**config.mk**
```make
export PLATFORM = sky130hd
export DESIGN_NAME = frac_ref_div
export DESIGN_NICKNAME = d
export VERILOG_FILES = /design/src/rtl/frac_ref_div_pkg.sv /design/src/rtl/frac_ref_div_ctrl.sv /design/src/rtl/frac_ref_div_dp.sv /design/src/rtl/frac_ref_div.sv
export SDC_FILE = /design/constraint.sdc
export NUM_CORES = 1
export LEC_CHECK = 0
export BUFFER_PORTS_ARGS = -buffer_cell sky130_fd_sc_hd__buf_2
export CORE_ASPECT_RATIO = 0.9
export CORE_MARGIN = 8
export CORE_UTILIZATION = 45
export CTS_CLUSTER_DIAMETER = 40
export DETAILED_ROUTE_END_ITERATION = 7
export PLACE_DENSITY = 0.72
export SLEW_MARGIN = 15
export SYNTH_ARGS = -nofsm -noshare
export SYNTH_HDL_FRONTEND = slang
export SYNTH_SLANG_ARGS = --single-unit
export TNS_END_PERCENT = 10
```
**constraint.sdc**
```tcl
create_clock -name clk -period 3 [get_ports clk]
set_input_delay 0.45 -clock clk [delete_from_list [all_inputs] [get_ports clk]]
set_output_delay 0.45 -clock clk [all_outputs]
set_load 0.02 [all_outputs]
```
**src/rtl/frac_ref_div_pkg.sv**
```systemverilog
package frac_ref_div_pkg;

  localparam int SEL_LSB  = 0;
  localparam int ACT_BIT  = 8;
  localparam int SW_BIT   = 9;
  localparam int OE_BIT   = 12;
  localparam int ON_BIT   = 15;
  localparam int DIV_LSB  = 16;
  localparam int TRIM_MSB = 31;

  typedef struct packed {
    logic run;   // divider may count
    logic load;  // copy staged div/trim into running set
  } dpStrobe_t;

endpackage

```
**src/rtl/frac_ref_div_ctrl.sv**
```systemverilog
module frac_ref_div_ctrl
  import frac_ref_div_pkg::*;
#(
  parameter int SEL_W  = 4,
  parameter int DIV_W  = 15,
  parameter int TRIM_W = 9
) (
  input  logic              clk,
  input  logic              rstN,
  input  logic              regWr,
  input  logic              regAddr,
  input  logic [31:0]       regWdata,
  output logic [31:0]       ctrlRd,
  output logic [31:0]       trimRd,
  output logic [SEL_W-1:0]  srcSel,
  output logic              oeOut,
  output logic [DIV_W-1:0]  stagedDiv,
  output logic [TRIM_W-1:0] stagedTrim,
  output dpStrobe_t         strobe
);

  localparam int TRIM_LSB = TRIM_MSB - TRIM_W + 1;

  logic [SEL_W-1:0]  selQ;
  logic              onQ, oeQ, activeQ, swPendQ;
  logic [DIV_W-1:0]  stDivQ;
  logic [TRIM_W-1:0] stTrimQ;
  logic              ctrlWr, trimWr;
  logic              unusedWdata;

  assign ctrlWr      = regWr && !regAddr;
  assign trimWr      = regWr && regAddr;
  assign unusedWdata = ^regWdata;

  always_ff @(posedge clk) begin
    if (!rstN) begin
      selQ    <= '0;
      onQ     <= 1'b0;
      oeQ     <= 1'b0;
      activeQ <= 1'b0;
      swPendQ <= 1'b0;
      stDivQ  <= '0;
      stTrimQ <= '0;
    end else begin
      activeQ <= onQ;
      swPendQ <= ctrlWr && regWdata[SW_BIT];
      if (ctrlWr) begin
        if (!activeQ) selQ <= regWdata[SEL_LSB +: SEL_W];
        oeQ    <= regWdata[OE_BIT];
        onQ    <= regWdata[ON_BIT];
        stDivQ <= regWdata[DIV_LSB +: DIV_W];
      end
      if (trimWr) stTrimQ <= regWdata[TRIM_LSB +: TRIM_W];
    end
  end

  always_comb begin
    ctrlRd                         = '0;
    ctrlRd[SEL_LSB +: SEL_W]       = selQ;
    ctrlRd[ACT_BIT]                = activeQ;
    ctrlRd[SW_BIT]                 = swPendQ;
    ctrlRd[OE_BIT]                 = oeQ;
    ctrlRd[ON_BIT]                 = onQ;
    ctrlRd[DIV_LSB +: DIV_W]       = stDivQ;
    trimRd                         = '0;
    trimRd[TRIM_LSB +: TRIM_W]     = stTrimQ;
  end

  assign srcSel      = selQ;
  assign oeOut       = oeQ;
  assign stagedDiv   = stDivQ;
  assign stagedTrim  = stTrimQ;
  assign strobe.run  = activeQ;
  assign strobe.load = swPendQ;

endmodule

```
**src/rtl/frac_ref_div_dp.sv**
```systemverilog
module frac_ref_div_dp
  import frac_ref_div_pkg::*;
#(
  parameter int DIV_W  = 15,
  parameter int TRIM_W = 9
) (
  input  logic              clk,
  input  logic              rstN,
  input  dpStrobe_t         strobe,
  input  logic [DIV_W-1:0]  stagedDiv,
  input  logic [TRIM_W-1:0] stagedTrim,
  input  logic              oe,
  output logic              refOut
);

  localparam int LEN_W = DIV_W + 1;
  localparam int SUM_W = TRIM_W + 1;

  logic [DIV_W-1:0]  runDiv;
  logic [TRIM_W-1:0] runTrim;
  logic [TRIM_W-1:0] acc;
  logic [LEN_W-1:0]  cnt, curLen;
  logic              phase;
  logic [SUM_W-1:0]  accSum;
  logic              divZero, lastCyc;

  assign accSum  = {1'b0, acc} + {1'b0, runTrim};
  assign divZero = (runDiv == '0);
  assign lastCyc = (cnt == curLen - LEN_W'(1));

  always_ff @(posedge clk) begin
    if (!rstN) begin
      runDiv  <= '0;
      runTrim <= '0;
      acc     <= '0;
      cnt     <= '0;
      curLen  <= '0;
      phase   <= 1'b0;
    end else if (strobe.load) begin
      runDiv  <= stagedDiv;
      runTrim <= stagedTrim;
      acc     <= '0;
      cnt     <= '0;
      curLen  <= {1'b0, stagedDiv};
    end else if (!strobe.run || divZero) begin
      acc    <= '0;
      cnt    <= '0;
      phase  <= 1'b0;
      curLen <= {1'b0, runDiv};
    end else if (lastCyc) begin
      cnt    <= '0;
      phase  <= ~phase;
      acc    <= accSum[TRIM_W-1:0];
      curLen <= {1'b0, runDiv} + LEN_W'(accSum[TRIM_W]);
    end else begin
      cnt <= cnt + LEN_W'(1);
    end
  end

  assign refOut = oe && strobe.run && (divZero ? clk : phase);

endmodule

```
**src/rtl/frac_ref_div.sv**
```systemverilog
module frac_ref_div
  import frac_ref_div_pkg::*;
#(
  parameter int SEL_W  = 4,
  parameter int DIV_W  = 15,
  parameter int TRIM_W = 9
) (
  input  logic             clk,
  input  logic             rstN,
  input  logic             regWr,
  input  logic             regAddr,
  input  logic [31:0]      regWdata,
  output logic [31:0]      ctrlRd,
  output logic [31:0]      trimRd,
  output logic [SEL_W-1:0] srcSel,
  output logic             refOut
);

  dpStrobe_t         strobe;
  logic [DIV_W-1:0]  stagedDiv;
  logic [TRIM_W-1:0] stagedTrim;
  logic              oeBit;

  frac_ref_div_ctrl #(.SEL_W(SEL_W), .DIV_W(DIV_W), .TRIM_W(TRIM_W)) u_ctrl (
    .clk(clk), .rstN(rstN), .regWr(regWr), .regAddr(regAddr),
    .regWdata(regWdata), .ctrlRd(ctrlRd), .trimRd(trimRd), .srcSel(srcSel),
    .oeOut(oeBit), .stagedDiv(stagedDiv), .stagedTrim(stagedTrim),
    .strobe(strobe)
  );

  frac_ref_div_dp #(.DIV_W(DIV_W), .TRIM_W(TRIM_W)) u_dp (
    .clk(clk), .rstN(rstN), .strobe(strobe), .stagedDiv(stagedDiv),
    .stagedTrim(stagedTrim), .oe(oeBit), .refOut(refOut)
  );

endmodule

```
==> key figures <==
Status
  • Result of the run: finished, final reports clean

Placement
  • Last weighted congestion value of the routability-driven placer: 0.8989
  • I/O Buffers: 63
  • Detailed placement HPWL: slightly below 10 mm

CTS
  • Clock tree from TritonCTS: done
  • Post-CTS clock slew at the launch and capture registers of the worst setup and hold paths: roughly 70 ps
  • Latest clock arrival within the worst-skew pair: 450 ps

Setup path
  • R2R setup slack: 60 ps
  • Data arrival time of the worst path: ~3300 ps
  • Required @ worst endpoint: roughly 3400 ps
  • Maximum fanout count along the critical path: 8
  • WS Path Type: reg2reg
  • Nature of the critical path startpoint: flip-flop
  • Critical path capture point type: flip-flop

Floorplan
  • Area of the core region: approximately 12,000 um2
  • Width of the die: between 100 and 150 um
  • Standard-cell row count: 38
  • Vertical extent of the die: 119.7 um
  • I/O pin count: roughly 110
  • Initial core utilization: 0.4546
  • Die Footprint: 15,720 um2

Layout
  • Layout area overhead: 17.07%
  • Count of antenna diodes in the layout: 0
  • Share of cells above drive strength 1: 0.1958
  • Total of fill cells in the finished design: roughly 1,100
  • Nets: 760

Timing
  • Final Slew Violations: 0
  • Skew final: between 6 and 7 ps
  • Achievable frequency: ~0.34 GHz
  • Hold Fails Final Rpt: 0
  • Final period util: 0.9813
  • Worst-case headroom to the max-slew limit: 0.4741
  • Setup violators final: 0
  • Slew of the pin with the lowest slew margin: slightly below 800 ps
  • Post-route setup TNS: 0 ps
  • Unrepaired setup endpoints after global routing: true
  • Crit path time final: ~2900 ps

Drt
  • Vias/cell: 5.259
  • Routed wire length: 13.13 mm
  • Routed length per placed instance: 15.00 um
  • Number of nets still failing antenna checks after routing: 0
  • Starting DRC count in detailed routing: ~370
  • Vias: 4,602
  • Number of iterations in the first detailed-routing pass: 5
  • DRC violations left: 0

GRT
  • Global routing usage summed across all routing layers: 0.1622
  • GRT overflow: 0
  • Number of antenna violations at the first check in global routing: 0
  • Pin count of the biggest net entering global routing: 67
  • First-pass GRT wire length: between 20 and 25 mm
  • Number of global-route vias before repair: between 4,000 and 5,000

Synth
  • Most used flip-flop cell after synthesis: sky130_fd_sc_hd__dfxtp_1
  • Most frequent cells after synthesis: 98 x sky130_fd_sc_hd__dfxtp_1, 89 x sky130_fd_sc_hd__nand2_1, 40 x sky130_fd_sc_hd__buf_4
  • Flops & latches, synth: ~100
  • Most area-consuming cells after synthesis: sky130_fd_sc_hd__dfxtp_1 36%, sky130_fd_sc_hd__nand2_1 6.2%, sky130_fd_sc_hd__mux2i_1 5.8%, sky130_fd_sc_hd__buf_4 5.6%, sky130_fd_sc_hd__a21boi_0 4.7%
  • Cell with the most instances after synthesis: sky130_fd_sc_hd__dfxtp_1
  • Synthesized instance count: around 640
  • Number of library cell types mapped by synthesis: a little over 60
  • Warnings, synthesis: 0
  • Largest area contributor in the netlist: sky130_fd_sc_hd__dfxtp_1
  • EDFF count, synth: 0
  • Synthesized area per cell: around 8.4 um2
  • Share of flip-flops with an asynchronous set or reset: 0
  • Fraction of synthesized cell area taken by the top area cell type: 0.3646
  • Share of synthesized area occupied by flip-flops and latches: 0.3646
  • Total standard cell area after synthesis: ~5400 um2

Power and ir drop
  • Static leakage: between 2 and 3 nW
  • Power per unit of standard cell area: 460.4 nW/um2
  • Peak supply drop: 0.3950 mV
  • Power Total: approximately 2.9 mW

Run
  • Max-cap check violation count: 0

Hold path
  • Path class of the lowest-slack min-delay path: in2reg
==> cells in the final DEF, fill, tap and decap left out, drive strengths merged, types with 2 or more instances in the layout <==
master	instances
inv	15
xor2	18
o21ai	24
nor2b	33
a32o	3
nor4	7
a21o	2
clkbuf	13
nand4	7
a21boi	34
dfxtp	98
and4	3
nor3	15
o41ai	4
o211ai	3
a32oi	3
mux2i	31
nand3	34
and3	12
ha	13
xnor2	22
conb	32
a21oi	18
nor2	38
nor4b	2
or4	5
clkinv	3
or3	4
nand2	90
nand2b	5
a211o	2
buf	95
and2	7
a311oi	2
==> sequential cells by signal, indices dropped and copies added (netlist names) <==
signal	count
u_dp.curLen	16
u_dp.runTrim	9
u_dp.acc	9
u_ctrl.stagedTrim	9
u_dp.cnt	16
u_ctrl.onQ	1
u_dp.runDiv	15
u_ctrl.stagedDiv	15
u_ctrl.swPendQ	1
u_dp.phase	1
u_ctrl.activeQ	1
u_ctrl.oeOut	1
u_ctrl.srcSel	4
==> kinds of logic after synthesis <==
group	share of synthesized area
adders and majority gates	0.03395
DFF	0.3646
muxes	0.05975
and+or+nand+nor	0.2441
xor gates and xnor gates	0.06510
AOI/OAI and AO/OA	0.1397
buffers and inverters	0.09207
other	0.0006968
==> repair_timing <==
action,CTS,global route
resized for setup,10,13
hold buffers,0,0
setup endpoints to repair,4,16
pin swaps,5,9
buffers inserted,1,1
gates cloned,0,0
==> path summary, 6_finish.rpt <==
path                   from        endpoint  cells past startpoint
min             regWdata[9]  u_ctrl.swPendQ                      2
max          u_dp.curLen[7]  u_dp.curLen[6]                      8
max reg2reg  u_dp.curLen[7]  u_dp.curLen[6]                      8
min reg2reg     u_dp.acc[7]     u_dp.acc[7]                      2
==> area by class of cell <==
cell class                 count  area [um2]  area share
clock buffer                  14       319.1     0.05065
clock inverter                 6       50.05    0.007944
inverter                      13       48.80    0.007746
timing repair buffer          94       550.5     0.08739
sequential                    98        1966      0.3120
multi-input combinational    490        3166      0.5025
tap                          160       200.2     0.03178
==> worst max-delay path: stages (launching register included) <==
cell	delay, ps
sky130_fd_sc_hd__dfxtp_1	310
sky130_fd_sc_hd__or4_1	630
sky130_fd_sc_hd__or4_4	520
sky130_fd_sc_hd__or3_1	380
sky130_fd_sc_hd__and4_1	230
sky130_fd_sc_hd__and4_4	230
sky130_fd_sc_hd__nor2_4	220
sky130_fd_sc_hd__a2111oi_4	90
sky130_fd_sc_hd__a311oi_2	250
==> power by group <==
| part | internal (mW) | leakage [nW] | switching (mW) |
|---|---|---|---|
| clock | 0.770 | 0.187 | 0.547 |
| combinational | 0.0821 | 1.59 | 0.152 |
| sequential | 1.32 | 0.795 | 0.0254 |
| total | 2.18 | 2.57 | 0.725 |
==> metrics by stage <==
step / cell area [um2] / hold WS, ps / setup WS [ps] / instances / utilization
2_1_floorplan: 5510 / 436.2 / 65.63 / 674 / -
3_3_place_gp: 5806 / 442.9 / -85.17 / 854 / 0.4904
3_5_place_dp: 5806 / 453.1 / -110.3 / 854 / 0.4904
4_1_cts: 6207 / 206.9 / 1.868 / 874 / 0.5243
5_1_grt: 6300 / 213.2 / -42.51 / 875 / 0.5321
6_report: 6300 / 220.0 / 55.95 / 875 / 0.5321
==> layer usage <==
layer  vias up  GRT usage  wire length (um)  share of wire
li1       2297          -                 -              -
met4         0    0.07885               281          0.021
met1      2158     0.2016              6216           0.47
met5         -          0                 0              0
met2       127     0.2578              5939           0.45
met3        20    0.04261               691          0.053
No activity file was read; power rests on OpenSTA's default activity.
